<file path="src/rtl/spi_cmd_pkg.sv">
package spi_cmd_pkg;

    typedef enum logic [1:0] {
        ST_IDLE,
        ST_XMIT,
        ST_RECV,
        ST_TAIL
    } seq_state_t;

    localparam int FRAME_BYTES = 5;
    localparam int FRAME_BITS  = FRAME_BYTES * 8;

    // outgoing byte count for each shape code
    function automatic int shape_bytes(input logic [1:0] shape);
        case (shape)
            2'd0:    return 1;
            2'd1:    return 2;
            2'd2:    return 4;
            default: return 5;
        endcase
    endfunction

endpackage

</file>
<file path="src/rtl/spi_cmd_clkdiv.sv">
module spi_cmd_clkdiv #(
    parameter int HALF_BASE = 1
) (
    input  logic       clk,
    input  logic       rst_n,
    input  logic       en,
    input  logic [1:0] rate,
    output logic       tick
);
    localparam int MAX_HALF = 8 * HALF_BASE;
    localparam int CW       = $clog2(MAX_HALF + 1);

    logic [CW-1:0] cnt_q;
    logic [CW-1:0] limit;

    always_comb begin
        unique case (rate)
            2'b10:   limit = CW'(HALF_BASE - 1);
            2'b11:   limit = CW'(2 * HALF_BASE - 1);
            2'b00:   limit = CW'(4 * HALF_BASE - 1);
            default: limit = CW'(8 * HALF_BASE - 1);
        endcase
    end

    always_ff @(posedge clk or negedge rst_n) begin
        if (!rst_n)              cnt_q <= '0;
        else if (!en)            cnt_q <= '0;
        else if (cnt_q == limit) cnt_q <= '0;
        else                     cnt_q <= cnt_q + 1'b1;
    end

    assign tick = en && (cnt_q == limit);
endmodule

</file>
<file path="src/rtl/spi_cmd_regs.sv">
module spi_cmd_regs (
    input  logic       clk,
    input  logic       rst_n,
    input  logic       we,
    input  logic [2:0] addr,
    input  logic [7:0] wdata,
    output logic [7:0] rdata,
    input  logic       busy,
    output logic       start,
    output logic [6:0] ctrl,
    output logic [7:0] opcode,
    output logic [7:0] adr_hi,
    output logic [7:0] adr_mid,
    output logic [7:0] adr_lo,
    output logic [7:0] shared,
    input  logic       cap_valid,
    input  logic [1:0] cap_idx,
    input  logic [7:0] cap_byte
);
    logic [6:0] ctrl_q;
    logic [7:0] op_q, hi_q, mid_q, lo_q, rx0_q, rx1_q, sh_q;
    logic       start_q;

    always_ff @(posedge clk or negedge rst_n) begin
        if (!rst_n) begin
            ctrl_q  <= '0;
            op_q    <= '0;
            hi_q    <= '0;
            mid_q   <= '0;
            lo_q    <= '0;
            rx0_q   <= '0;
            rx1_q   <= '0;
            sh_q    <= '0;
            start_q <= 1'b0;
        end else begin
            start_q <= 1'b0;
            if (we) begin
                unique case (addr)
                    3'd0: if (!busy) begin
                        ctrl_q  <= {wdata[6:5], 1'b0, wdata[3:0]};
                        start_q <= wdata[4];
                    end
                    3'd1: op_q  <= wdata;
                    3'd2: lo_q  <= wdata;
                    3'd3: mid_q <= wdata;
                    3'd4: hi_q  <= wdata;
                    3'd7: sh_q  <= wdata;
                    default: ;
                endcase
            end
            if (cap_valid) begin
                unique case (cap_idx)
                    2'd0:    rx0_q <= cap_byte;
                    2'd1:    rx1_q <= cap_byte;
                    default: sh_q  <= cap_byte;
                endcase
            end
        end
    end

    always_comb begin
        unique case (addr)
            3'd0:    rdata = {busy, ctrl_q};
            3'd1:    rdata = op_q;
            3'd2:    rdata = lo_q;
            3'd3:    rdata = mid_q;
            3'd4:    rdata = hi_q;
            3'd5:    rdata = rx0_q;
            3'd6:    rdata = rx1_q;
            default: rdata = sh_q;
        endcase
    end

    assign start   = start_q;
    assign ctrl    = ctrl_q;
    assign opcode  = op_q;
    assign adr_hi  = hi_q;
    assign adr_mid = mid_q;
    assign adr_lo  = lo_q;
    assign shared  = sh_q;
endmodule

</file>
<file path="src/rtl/spi_cmd_seq.sv">
module spi_cmd_seq
    import spi_cmd_pkg::*;
#(
    parameter int HALF_BASE = 1
) (
    input  logic       clk,
    input  logic       rst_n,
    input  logic       start,
    input  logic [6:0] ctrl,
    input  logic [7:0] opcode,
    input  logic [7:0] adr_hi,
    input  logic [7:0] adr_mid,
    input  logic [7:0] adr_lo,
    input  logic [7:0] shared,
    input  logic       miso,
    output logic       sclk,
    output logic       cs_n,
    output logic       mosi,
    output logic       busy,
    output logic       cap_valid,
    output logic [1:0] cap_idx,
    output logic [7:0] cap_byte
);
    localparam int BCW = $clog2(FRAME_BITS + 1);

    seq_state_t            state_q, state_d;
    logic                  ph_q;
    logic [BCW-1:0]        bit_q, ntx_q;
    logic [FRAME_BITS-1:0] tx_q, frame;
    logic [7:0]            rx_q;
    logic [1:0]            rcnt_q, rate_q, rxb_q;
    logic                  tick, last_tx, last_rx;

    spi_cmd_clkdiv #(.HALF_BASE(HALF_BASE)) u_div (
        .clk  (clk),
        .rst_n(rst_n),
        .en   (state_q != ST_IDLE),
        .rate (rate_q),
        .tick (tick)
    );

    always_comb begin
        unique case (ctrl[1:0])
            2'd0:    frame = {opcode, 32'h0};
            2'd1:    frame = {opcode, shared, 24'h0};
            2'd2:    frame = {opcode, adr_hi, adr_mid, adr_lo, 8'h0};
            default: frame = {opcode, adr_hi, adr_mid, adr_lo, shared};
        endcase
    end

    assign last_tx = (bit_q == ntx_q - 1'b1);
    assign last_rx = (bit_q == BCW'({rcnt_q, 3'b000}) - 1'b1);

    // next-state logic
    always_comb begin
        state_d = state_q;
        unique case (state_q)
            ST_IDLE: if (start) state_d = ST_XMIT;
            ST_XMIT: if (tick && ph_q && last_tx)
                         state_d = (rcnt_q == 2'd0) ? ST_TAIL : ST_RECV;
            ST_RECV: if (tick && ph_q && last_rx) state_d = ST_TAIL;
            ST_TAIL: if (tick && ph_q) state_d = ST_IDLE;
            default: state_d = ST_IDLE;
        endcase
    end

    // state register
    always_ff @(posedge clk or negedge rst_n) begin
        if (!rst_n) state_q <= ST_IDLE;
        else        state_q <= state_d;
    end

    // shift datapath
    always_ff @(posedge clk or negedge rst_n) begin
        if (!rst_n) begin
            ph_q   <= 1'b0;
            bit_q  <= '0;
            ntx_q  <= '0;
            tx_q   <= '0;
            rx_q   <= '0;
            rcnt_q <= '0;
            rate_q <= '0;
            rxb_q  <= '0;
        end else if (state_q == ST_IDLE) begin
            ph_q  <= 1'b0;
            bit_q <= '0;
            rxb_q <= '0;
            if (start) begin
                tx_q   <= frame;
                ntx_q  <= BCW'(8 * shape_bytes(ctrl[1:0]));
                rcnt_q <= ctrl[3:2];
                rate_q <= ctrl[6:5];
            end
        end else if (tick) begin
            ph_q <= ~ph_q;
            if (!ph_q && state_q == ST_RECV)
                rx_q <= {rx_q[6:0], miso};
            if (ph_q) begin
                unique case (state_q)
                    ST_XMIT: begin
                        tx_q  <= {tx_q[FRAME_BITS-2:0], 1'b0};
                        bit_q <= last_tx ? '0 : bit_q + 1'b1;
                    end
                    ST_RECV: begin
                        bit_q <= bit_q + 1'b1;
                        if (bit_q[2:0] == 3'd7) rxb_q <= rxb_q + 1'b1;
                    end
                    default: ;
                endcase
            end
        end
    end

    // outputs
    always_comb begin
        cs_n      = !(state_q == ST_XMIT || state_q == ST_RECV);
        sclk      = ph_q && !cs_n;
        mosi      = (state_q == ST_XMIT) ? tx_q[FRAME_BITS-1] : 1'b0;
        busy      = (state_q != ST_IDLE);
        cap_valid = tick && ph_q && (state_q == ST_RECV) && (bit_q[2:0] == 3'd7);
        cap_idx   = rxb_q;
        cap_byte  = rx_q;
    end
endmodule

</file>
<file path="src/rtl/spi_cmd_engine.sv">
module spi_cmd_engine #(
    parameter int HALF_BASE = 1
) (
    input  logic       clk,
    input  logic       rst_n,
    input  logic       reg_we,
    input  logic [2:0] reg_addr,
    input  logic [7:0] reg_wdata,
    output logic [7:0] reg_rdata,
    output logic       spi_sclk,
    output logic       spi_cs_n,
    output logic       spi_mosi,
    input  logic       spi_miso
);
    logic       start_w, seq_busy, busy_all, cap_valid;
    logic [1:0] cap_idx;
    logic [7:0] cap_byte, op_w, hi_w, mid_w, lo_w, sh_w;
    logic [6:0] ctrl_w;

    assign busy_all = seq_busy | start_w;

    spi_cmd_regs u_regs (
        .clk      (clk),
        .rst_n    (rst_n),
        .we       (reg_we),
        .addr     (reg_addr),
        .wdata    (reg_wdata),
        .rdata    (reg_rdata),
        .busy     (busy_all),
        .start    (start_w),
        .ctrl     (ctrl_w),
        .opcode   (op_w),
        .adr_hi   (hi_w),
        .adr_mid  (mid_w),
        .adr_lo   (lo_w),
        .shared   (sh_w),
        .cap_valid(cap_valid),
        .cap_idx  (cap_idx),
        .cap_byte (cap_byte)
    );

    spi_cmd_seq #(.HALF_BASE(HALF_BASE)) u_seq (
        .clk      (clk),
        .rst_n    (rst_n),
        .start    (start_w),
        .ctrl     (ctrl_w),
        .opcode   (op_w),
        .adr_hi   (hi_w),
        .adr_mid  (mid_w),
        .adr_lo   (lo_w),
        .shared   (sh_w),
        .miso     (spi_miso),
        .sclk     (spi_sclk),
        .cs_n     (spi_cs_n),
        .mosi     (spi_mosi),
        .busy     (seq_busy),
        .cap_valid(cap_valid),
        .cap_idx  (cap_idx),
        .cap_byte (cap_byte)
    );
endmodule

</file>
<file path="config.mk">
export PLATFORM = sky130hd
export DESIGN_NAME = spi_cmd_engine
export DESIGN_NICKNAME = d
export VERILOG_FILES = /design/src/rtl/spi_cmd_pkg.sv /design/src/rtl/spi_cmd_clkdiv.sv /design/src/rtl/spi_cmd_regs.sv /design/src/rtl/spi_cmd_seq.sv /design/src/rtl/spi_cmd_engine.sv
export SDC_FILE = /design/constraint.sdc
export NUM_CORES = 1
export LEC_CHECK = 0
export ABC_AREA = 1
export BUFFER_PORTS_ARGS = -buffer_cell sky130_fd_sc_hd__buf_4
export CAP_MARGIN = 20
export CORE_ASPECT_RATIO = 0.8
export CORE_MARGIN = 2
export CORE_UTILIZATION = 30
export DETAILED_ROUTE_END_ITERATION = 16
export GPL_TIMING_DRIVEN = 1
export HOLD_SLACK_MARGIN = 0.08
export PLACE_DENSITY = 0.55
export SLEW_MARGIN = 20
export SYNTH_ARGS = -nofsm -noshare
export SYNTH_HDL_FRONTEND = slang
export SYNTH_SLANG_ARGS = --single-unit
</file>
<file path="constraint.sdc">
create_clock -name clk -period 3.2 [get_ports clk]
set_clock_uncertainty 0.1 [all_clocks]
set_input_delay 0.96 -clock clk [delete_from_list [all_inputs] [get_ports clk]]
set_output_delay 0.96 -clock clk [all_outputs]
set_load 0.01 [all_outputs]
</file>
== Word level (Yosys, flattened, before mapping) ==
Index checks and enable logic that the tools add are counted.

* Add/subtract/negate cells: 5
* Equal/unequal tests: 23
* Mux-type cells: 37
* Bitwise logic cells: 4
* Reductions and logical operators: 38

{| class="wikitable"
|+ Operator list
! cell !! count
|-
| $mux W40 || 5
|-
| $pmux W32 S3 || 1
|-
| $pmux W8 S7 || 1
|-
| $mux W8 || 4
|-
| $mux W6 || 4
|-
| $mux W2 || 9
|-
| $pmux W3 S3 || 2
|-
| $eq A3 B3 Y1 const B || 5
|-
| $reduce_and A2 Y1 || 7
|-
| $eq A6 B6 Y1 || 2
|-
| $pmux W6 S2 || 1
|-
| $reduce_and A4 Y1 || 3
|-
| $reduce_bool A2 Y1 || 6
|-
| $eq A2 B2 Y1 const B || 5
|-
| $logic_not A2 Y1 || 5
|-
| $reduce_and A3 Y1 || 3
|-
| $logic_and A1 B1 Y1 || 8
|-
| $mux W4 || 2
|-
| $pmux W2 S4 || 1
|-
| $mux W1 || 7
|-
| $add A6 B1 Y6 const B || 1
|-
| $eq A2 B1 Y1 const B || 3
|-
| $eq A3 B2 Y1 const B || 2
|-
| $ne A2 B1 Y1 const B || 3
|-
| other kinds (14) || 17
|}

* Register bits: 133
* Input bits: 15
* Output and inout port bits: 11
* Logic and storage cells: 126

== Logic depth before layout (Yosys ltp) ==
* Depth after elaboration: 8
* Mapped depth: 13
* Depth with buffers taken out: 12

== Cells and area by module ==
From an unflattened synthesis, not the netlist that was laid out.

* Cell total of the unflattened synthesis: 861
* Area total of the unflattened synthesis: 6,811.5 um^2

{| class="wikitable"
|+ By module, submodules not included
! module !! times used !! cells an instance !! area an instance (um^2)
|-
| spi_cmd_seq || 1 || 420 || 3,438.3
|-
| spi_cmd_regs || 1 || 396 || 3,088.0
|-
| spi_cmd_clkdiv || 1 || 42 || 274.0
|-
| spi_cmd_engine || 1 || 3 || 11.3
|}

== Worst setup path before layout ==
No wires, ideal clock.

* Path type: input to output
* Start: input port reg_addr[0]
* End: output port reg_rdata[0]
* Data arrival time: 1.718 ns
* Data required time: 2.140 ns
* Path slack: 0.422 ns
* Cell stages on the path: 6
* Cells stage by stage: inv_1 nor2_1 nand2_1 clkinv_1 a221oi_1 o211ai_1

* Longest elaborated chain between the ends: 2

{| class="wikitable"
|+ Ends and longest elaborated chain
! what !! line !! text
|-
| start: declaration || spi_cmd_engine.sv:7 || <nowiki>input logic [2:0] reg_addr,</nowiki>
|-
| $eq A3 B3 Y1, or another cell as far along || spi_cmd_regs.sv:62 || <nowiki>unique case (addr)</nowiki>
|-
| $pmux W8 S7 * || spi_cmd_regs.sv:62 ||
|-
| end: declaration || spi_cmd_engine.sv:9 || <nowiki>output logic [7:0] reg_rdata,</nowiki>
|}

Mark *: on every way between the ends. The rest lies on a longest branch, timed or not.

== Worst setup path in the final report ==
* Start: input port reg_addr[1]
* End: output port reg_rdata[5]

The elaborated chain is that of the path after synthesis.

==> results.rst <==
.. list-table::
   :header-rows: 1

   * - Metric
     - Value
   * - Vias in the first global route
     - 5,275
   * - CP endpoint kind
     - output port
   * - Top area cells in the synthesized netlist
     - sky130_fd_sc_hd__dfrtp_1 (47%), sky130_fd_sc_hd__nand2_1 (9.4%), sky130_fd_sc_hd__inv_1 (7.2%)
   * - Pin count of the biggest net entering global routing
     - 74
   * - Number of maximum-capacitance violations
     - 0
   * - Synth Warn #
     - 0
   * - Clock tree from TritonCTS
     - yes
   * - Setup repair after global routing missed its margin
     - true
   * - Inserted Clock Buffers
     - 17
   * - Initial cell density of the core
     - 30.4%
   * - Clk slew on worst S/H paths
     - 0.06 ns
   * - Simple-gate share of the synthesized area
     - 19.9%
   * - Average routed wire per standard cell
     - 15.6 um
   * - Vias per std cell
     - 4.69
   * - I/O pins
     - 26
   * - Number of antenna violations at the first check in global routing
     - 0
   * - First-pass GRT wire length
     - 30.2 mm
   * - Dominant combinational cell family by area after synthesis
     - simple AND/OR/NAND/NOR gates
   * - CORE AREA
     - 23,300 um^2
   * - Internal power
     - 4.17 mW
   * - Kind of launch point of the worst setup path
     - input port
   * - Post-layout minimum cycle time
     - 3.14 ns
   * - Maximum clock insertion buffer count
     - 2
   * - Adder-Cell Fraction of Synth Area
     - 3.01%
   * - Timing-limited maximum frequency
     - 319 MHz
   * - Fin crit share
     - 98.1%
   * - Run status
     - completed
   * - Switching portion of total power
     - 38.1%
   * - Average cell area after synthesis
     - 8.39 um^2
   * - Via Count
     - 5,612
   * - Highest-delay cell along the critical path
     - sky130_fd_sc_hd__a221oi_1
   * - Final hold viol count
     - 0
   * - Arrival time worst endpoint
     - 2.08 ns
   * - Cell-by-cell listing of the critical path
     - buf_4 -> inv_1 -> nor2_2 -> nand2_2 -> inv_2 -> a221oi_1 -> o211ai_1 -> buf_4
   * - Die Y
     - 141 um
   * - Final instance area
     - 8240 um^2
   * - Comb power frac
     - 33.9%
   * - Gp weighted congestion
     - 0.889
   * - Critical-path maximum fanout
     - 6
   * - DRT iter0 DRCs
     - 390
   * - Post-synthesis sequential area ratio
     - 47.0%
   * - Met2 WL post-DR
     - 7.83 mm
   * - Share of Yosys cell area claimed by the top area cell type
     - 47.0%
   * - WS Path Type
     - in -> out
   * - Library cell appearing most often on the critical path
     - sky130_fd_sc_hd__buf_4
   * - Number of endpoints failing setup at the final stage
     - 0
   * - Number of buffers added for setup after CTS
     - 0
   * - Insertion delay to the later sink of the worst-skew pair
     - 0.42 ns
   * - Detail Placement HPWL
     - 13.5 mm
   * - Detailed-routing iteration count for the pre-antenna-repair pass
     - 5
   * - Area added between synthesis and finish
     - 16.5%
   * - Count of clock tree sinks
     - 133
   * - Synth Net Count
     - 875
   * - Routed length on met1
     - 9.49 mm
   * - Overflow left after global routing
     - 0
   * - N_diodes
     - 0
   * - Worst max-slew margin expressed relative to the limit
     - 57.7%
   * - Buffers on Ports
     - 25
   * - Number of slew-limit violations in the final report
     - 0
   * - Net switching power figure
     - 2.57 mW
   * - Worst Hold Margin
     - 0.381 ns
   * - Slew at the pin closest to its max-slew limit
     - 0.633 ns
   * - Std-Cell Rows
     - 50
   * - Final nets
     - 903
   * - Placed Instance Area
     - 7550 um^2
   * - Xor/xnor cell area share of the yosys netlist
     - 0.495%
   * - Multiplexer share of the synthesized area
     - 0%
   * - Remaining antenna violation count
     - 0
   * - Total detailed-routing wirelength
     - 18.6 mm
   * - Most area-hungry cell type in the Yosys netlist
     - sky130_fd_sc_hd__dfrtp_1
   * - Critical path required time
     - 2.14 ns
   * - Part of the total power dissipated in the clock network
     - 31.4%
   * - #FFs+latches synth
     - 133
   * - Die Footprint
     - 24,800 um^2
   * - Synth Area in Compound Gates
     - 18.7%
   * - Part of the total power dissipated in sequential elements
     - 34.7%
   * - Gate count after technology mapping
     - 843
   * - Cell area after technology mapping
     - 7080 um^2
   * - Number of H-tree levels
     - 4
   * - Horizontal die dimension
     - 176 um
   * - Number of DRC violations after detailed routing
     - 0
   * - Number of distinct library cell variants in the gate-level netlist after synthesis
     - 37
   * - Amount of wire on met3 after detailed routing
     - 1.12 mm
   * - Max IR drop VDD
     - 0.325 mV
   * - Combined global-route utilization of all metal layers
     - 15.9%
   * - Power density relative to cell area
     - 818 nW/um^2
   * - Slowest cell delay on critical path
     - 0.29 ns
   * - P_leak
     - 3.85 nW
   * - Root buffer cell
     - sky130_fd_sc_hd__clkbuf_16
   * - Classification of the worst-slack hold path
     - in -> async
   * - Fraction of layout cells with a size suffix above 1
     - 19.7%
   * - Hold_buf cts
     - 0
   * - Uppermost metal layer occupied by signal nets
     - met4
-- routing by layer --
metal	GRT usage, %	vias up
met4	4.31	0
met2	21.9	153
met1	24.6	2668
met5	0	-
met3	3.54	14
li1	-	2777
-- registers in the layout (all words and copies together) (netlist names) --
| signal | cells |
|---|---|
| u_regs.adr_lo | 8 |
| u_regs.adr_hi | 8 |
| u_seq.state_q | 2 |
| u_seq.tx_q | 40 |
| u_regs.rx1_q | 8 |
| u_regs.rx0_q | 8 |
| u_seq.cap_idx | 2 |
| u_seq.rate_q | 2 |
| u_seq.ntx_q | 3 |
| u_regs.adr_mid | 8 |
| u_regs.shared | 8 |
| u_regs.opcode | 8 |
| u_seq.bit_q | 6 |
| u_seq.cap_byte | 8 |
| u_seq.rcnt_q | 2 |
| u_regs.ctrl | 6 |
| u_seq.u_div.cnt_q | 4 |
| u_regs.start | 1 |
| u_seq.ph_q | 1 |
-- path summary, 6_finish.rpt --
path | startpoint | end | slack, ns | cells after the start
max | reg_addr[1] | reg_rdata[5] | 0.06 | 8
min | rst_n | u_seq.tx_q[19] | 0.38 | 1
max reg2reg | u_seq.state_q[0] | u_seq.tx_q[15] | 0.69 | 10
min reg2reg | u_seq.tx_q[39] | u_seq.tx_q[39] | 0.38 | 2
max in group asynchronous | rst_n | u_seq.ntx_q[5] | 1.98 | 2
min in group clk | u_seq.tx_q[39] | u_seq.tx_q[39] | 0.38 | 2
-- repair_timing --
action | CTS | global route
endpoints found under the setup margin | 5 | 8
gates cloned | 0 | 0
resized for setup | 4 | 12
pin swaps | 1 | 2
endpoints found under the hold margin | 0 | 0
-- kinds of logic (layout without fill, tap and decap cells) --
group                    count (synthesis)  in the layout
AO/OA/AOI/OAI                          220            220
XOR/XNOR                                 4              4
adder cells (fa/ha/maj)                 17             17
buffers and inverters                  171            212
flip-flops                             133            133
AND/OR/NAND/NOR                        298            298
-- critical path: cells and delay by family --
family,cells,cell delay [ns]
AOI/OAI and AO/OA,2,0.45
buffers and inverters,4,0.49
and+or+nand+nor,2,0.17
-- cells in the final DEF, fill, tap and decap left out, drive strengths merged --
master and count:
o21a 8, nand3b 1, dfrtp 133, a221oi 4, nand3 25, o2bb2ai 1
or2 1, inv 146, a211oi 3, clkinvlp 1, o21ai 144, ha 17
nand4 4, xnor2 1, buf 36, clkbuf 18, nand2 220, nor3 2
nor2 45, bufinv 4, clkinv 7, o22ai 26, xor2 3, a21oi 27
o211ai 7
-- power groups by stage --
stage | clock (mW) | combinational [mW] | sequential, mW
after floorplan | 0 | 1.75 | 2.28
after global placement | 0 | 2.26 | 2.36
after detailed placement | 0 | 2.28 | 2.36
after CTS | 2.16 | 2.30 | 2.34
after global routing | 2.25 | 2.58 | 2.39
final | 2.11 | 2.29 | 2.34
-- cells in the mapped netlist, drive strengths merged --
cell type and instances:
o21a 8, xor2 3, o22ai 26, nor2 45
nand3 25, clkinv 3, clkbuf 15, or2 1
a221oi 4, o2bb2ai 1, ha 17, nand2 220
a21oi 27, nand3b 1, buf 12, nand4 4
xnor2 1, a211oi 3, inv 141, nor3 2
o21ai 144, o211ai 7, dfrtp 133
-- through the flow --
step                      power [mW]  utilization, %  TNS [ns]  worst slack (ns)  std cells
after floorplan                 4.02               -         0             0.422        843
after global placement          4.62            32.5   -0.0951           -0.0413       1164
after detailed placement        4.65            32.5    -0.248           -0.0728       1164
after CTS                       6.80            35.2         0           0.00273       1196
after global routing            7.22            35.4   -0.0221           -0.0181       1196
final                           6.74            35.4         0            0.0622       1196
-- cell type report --
type | count | area (um^2)
clock inverter | 14 | 199
timing repair buffer | 36 | 299
tap | 312 | 390
multi-input combinational | 539 | 3030
clock buffer | 18 | 439
fill | 2476 | 15000
sequential | 133 | 3330
inverter | 144 | 558
Power figures use the tool's default switching activity.
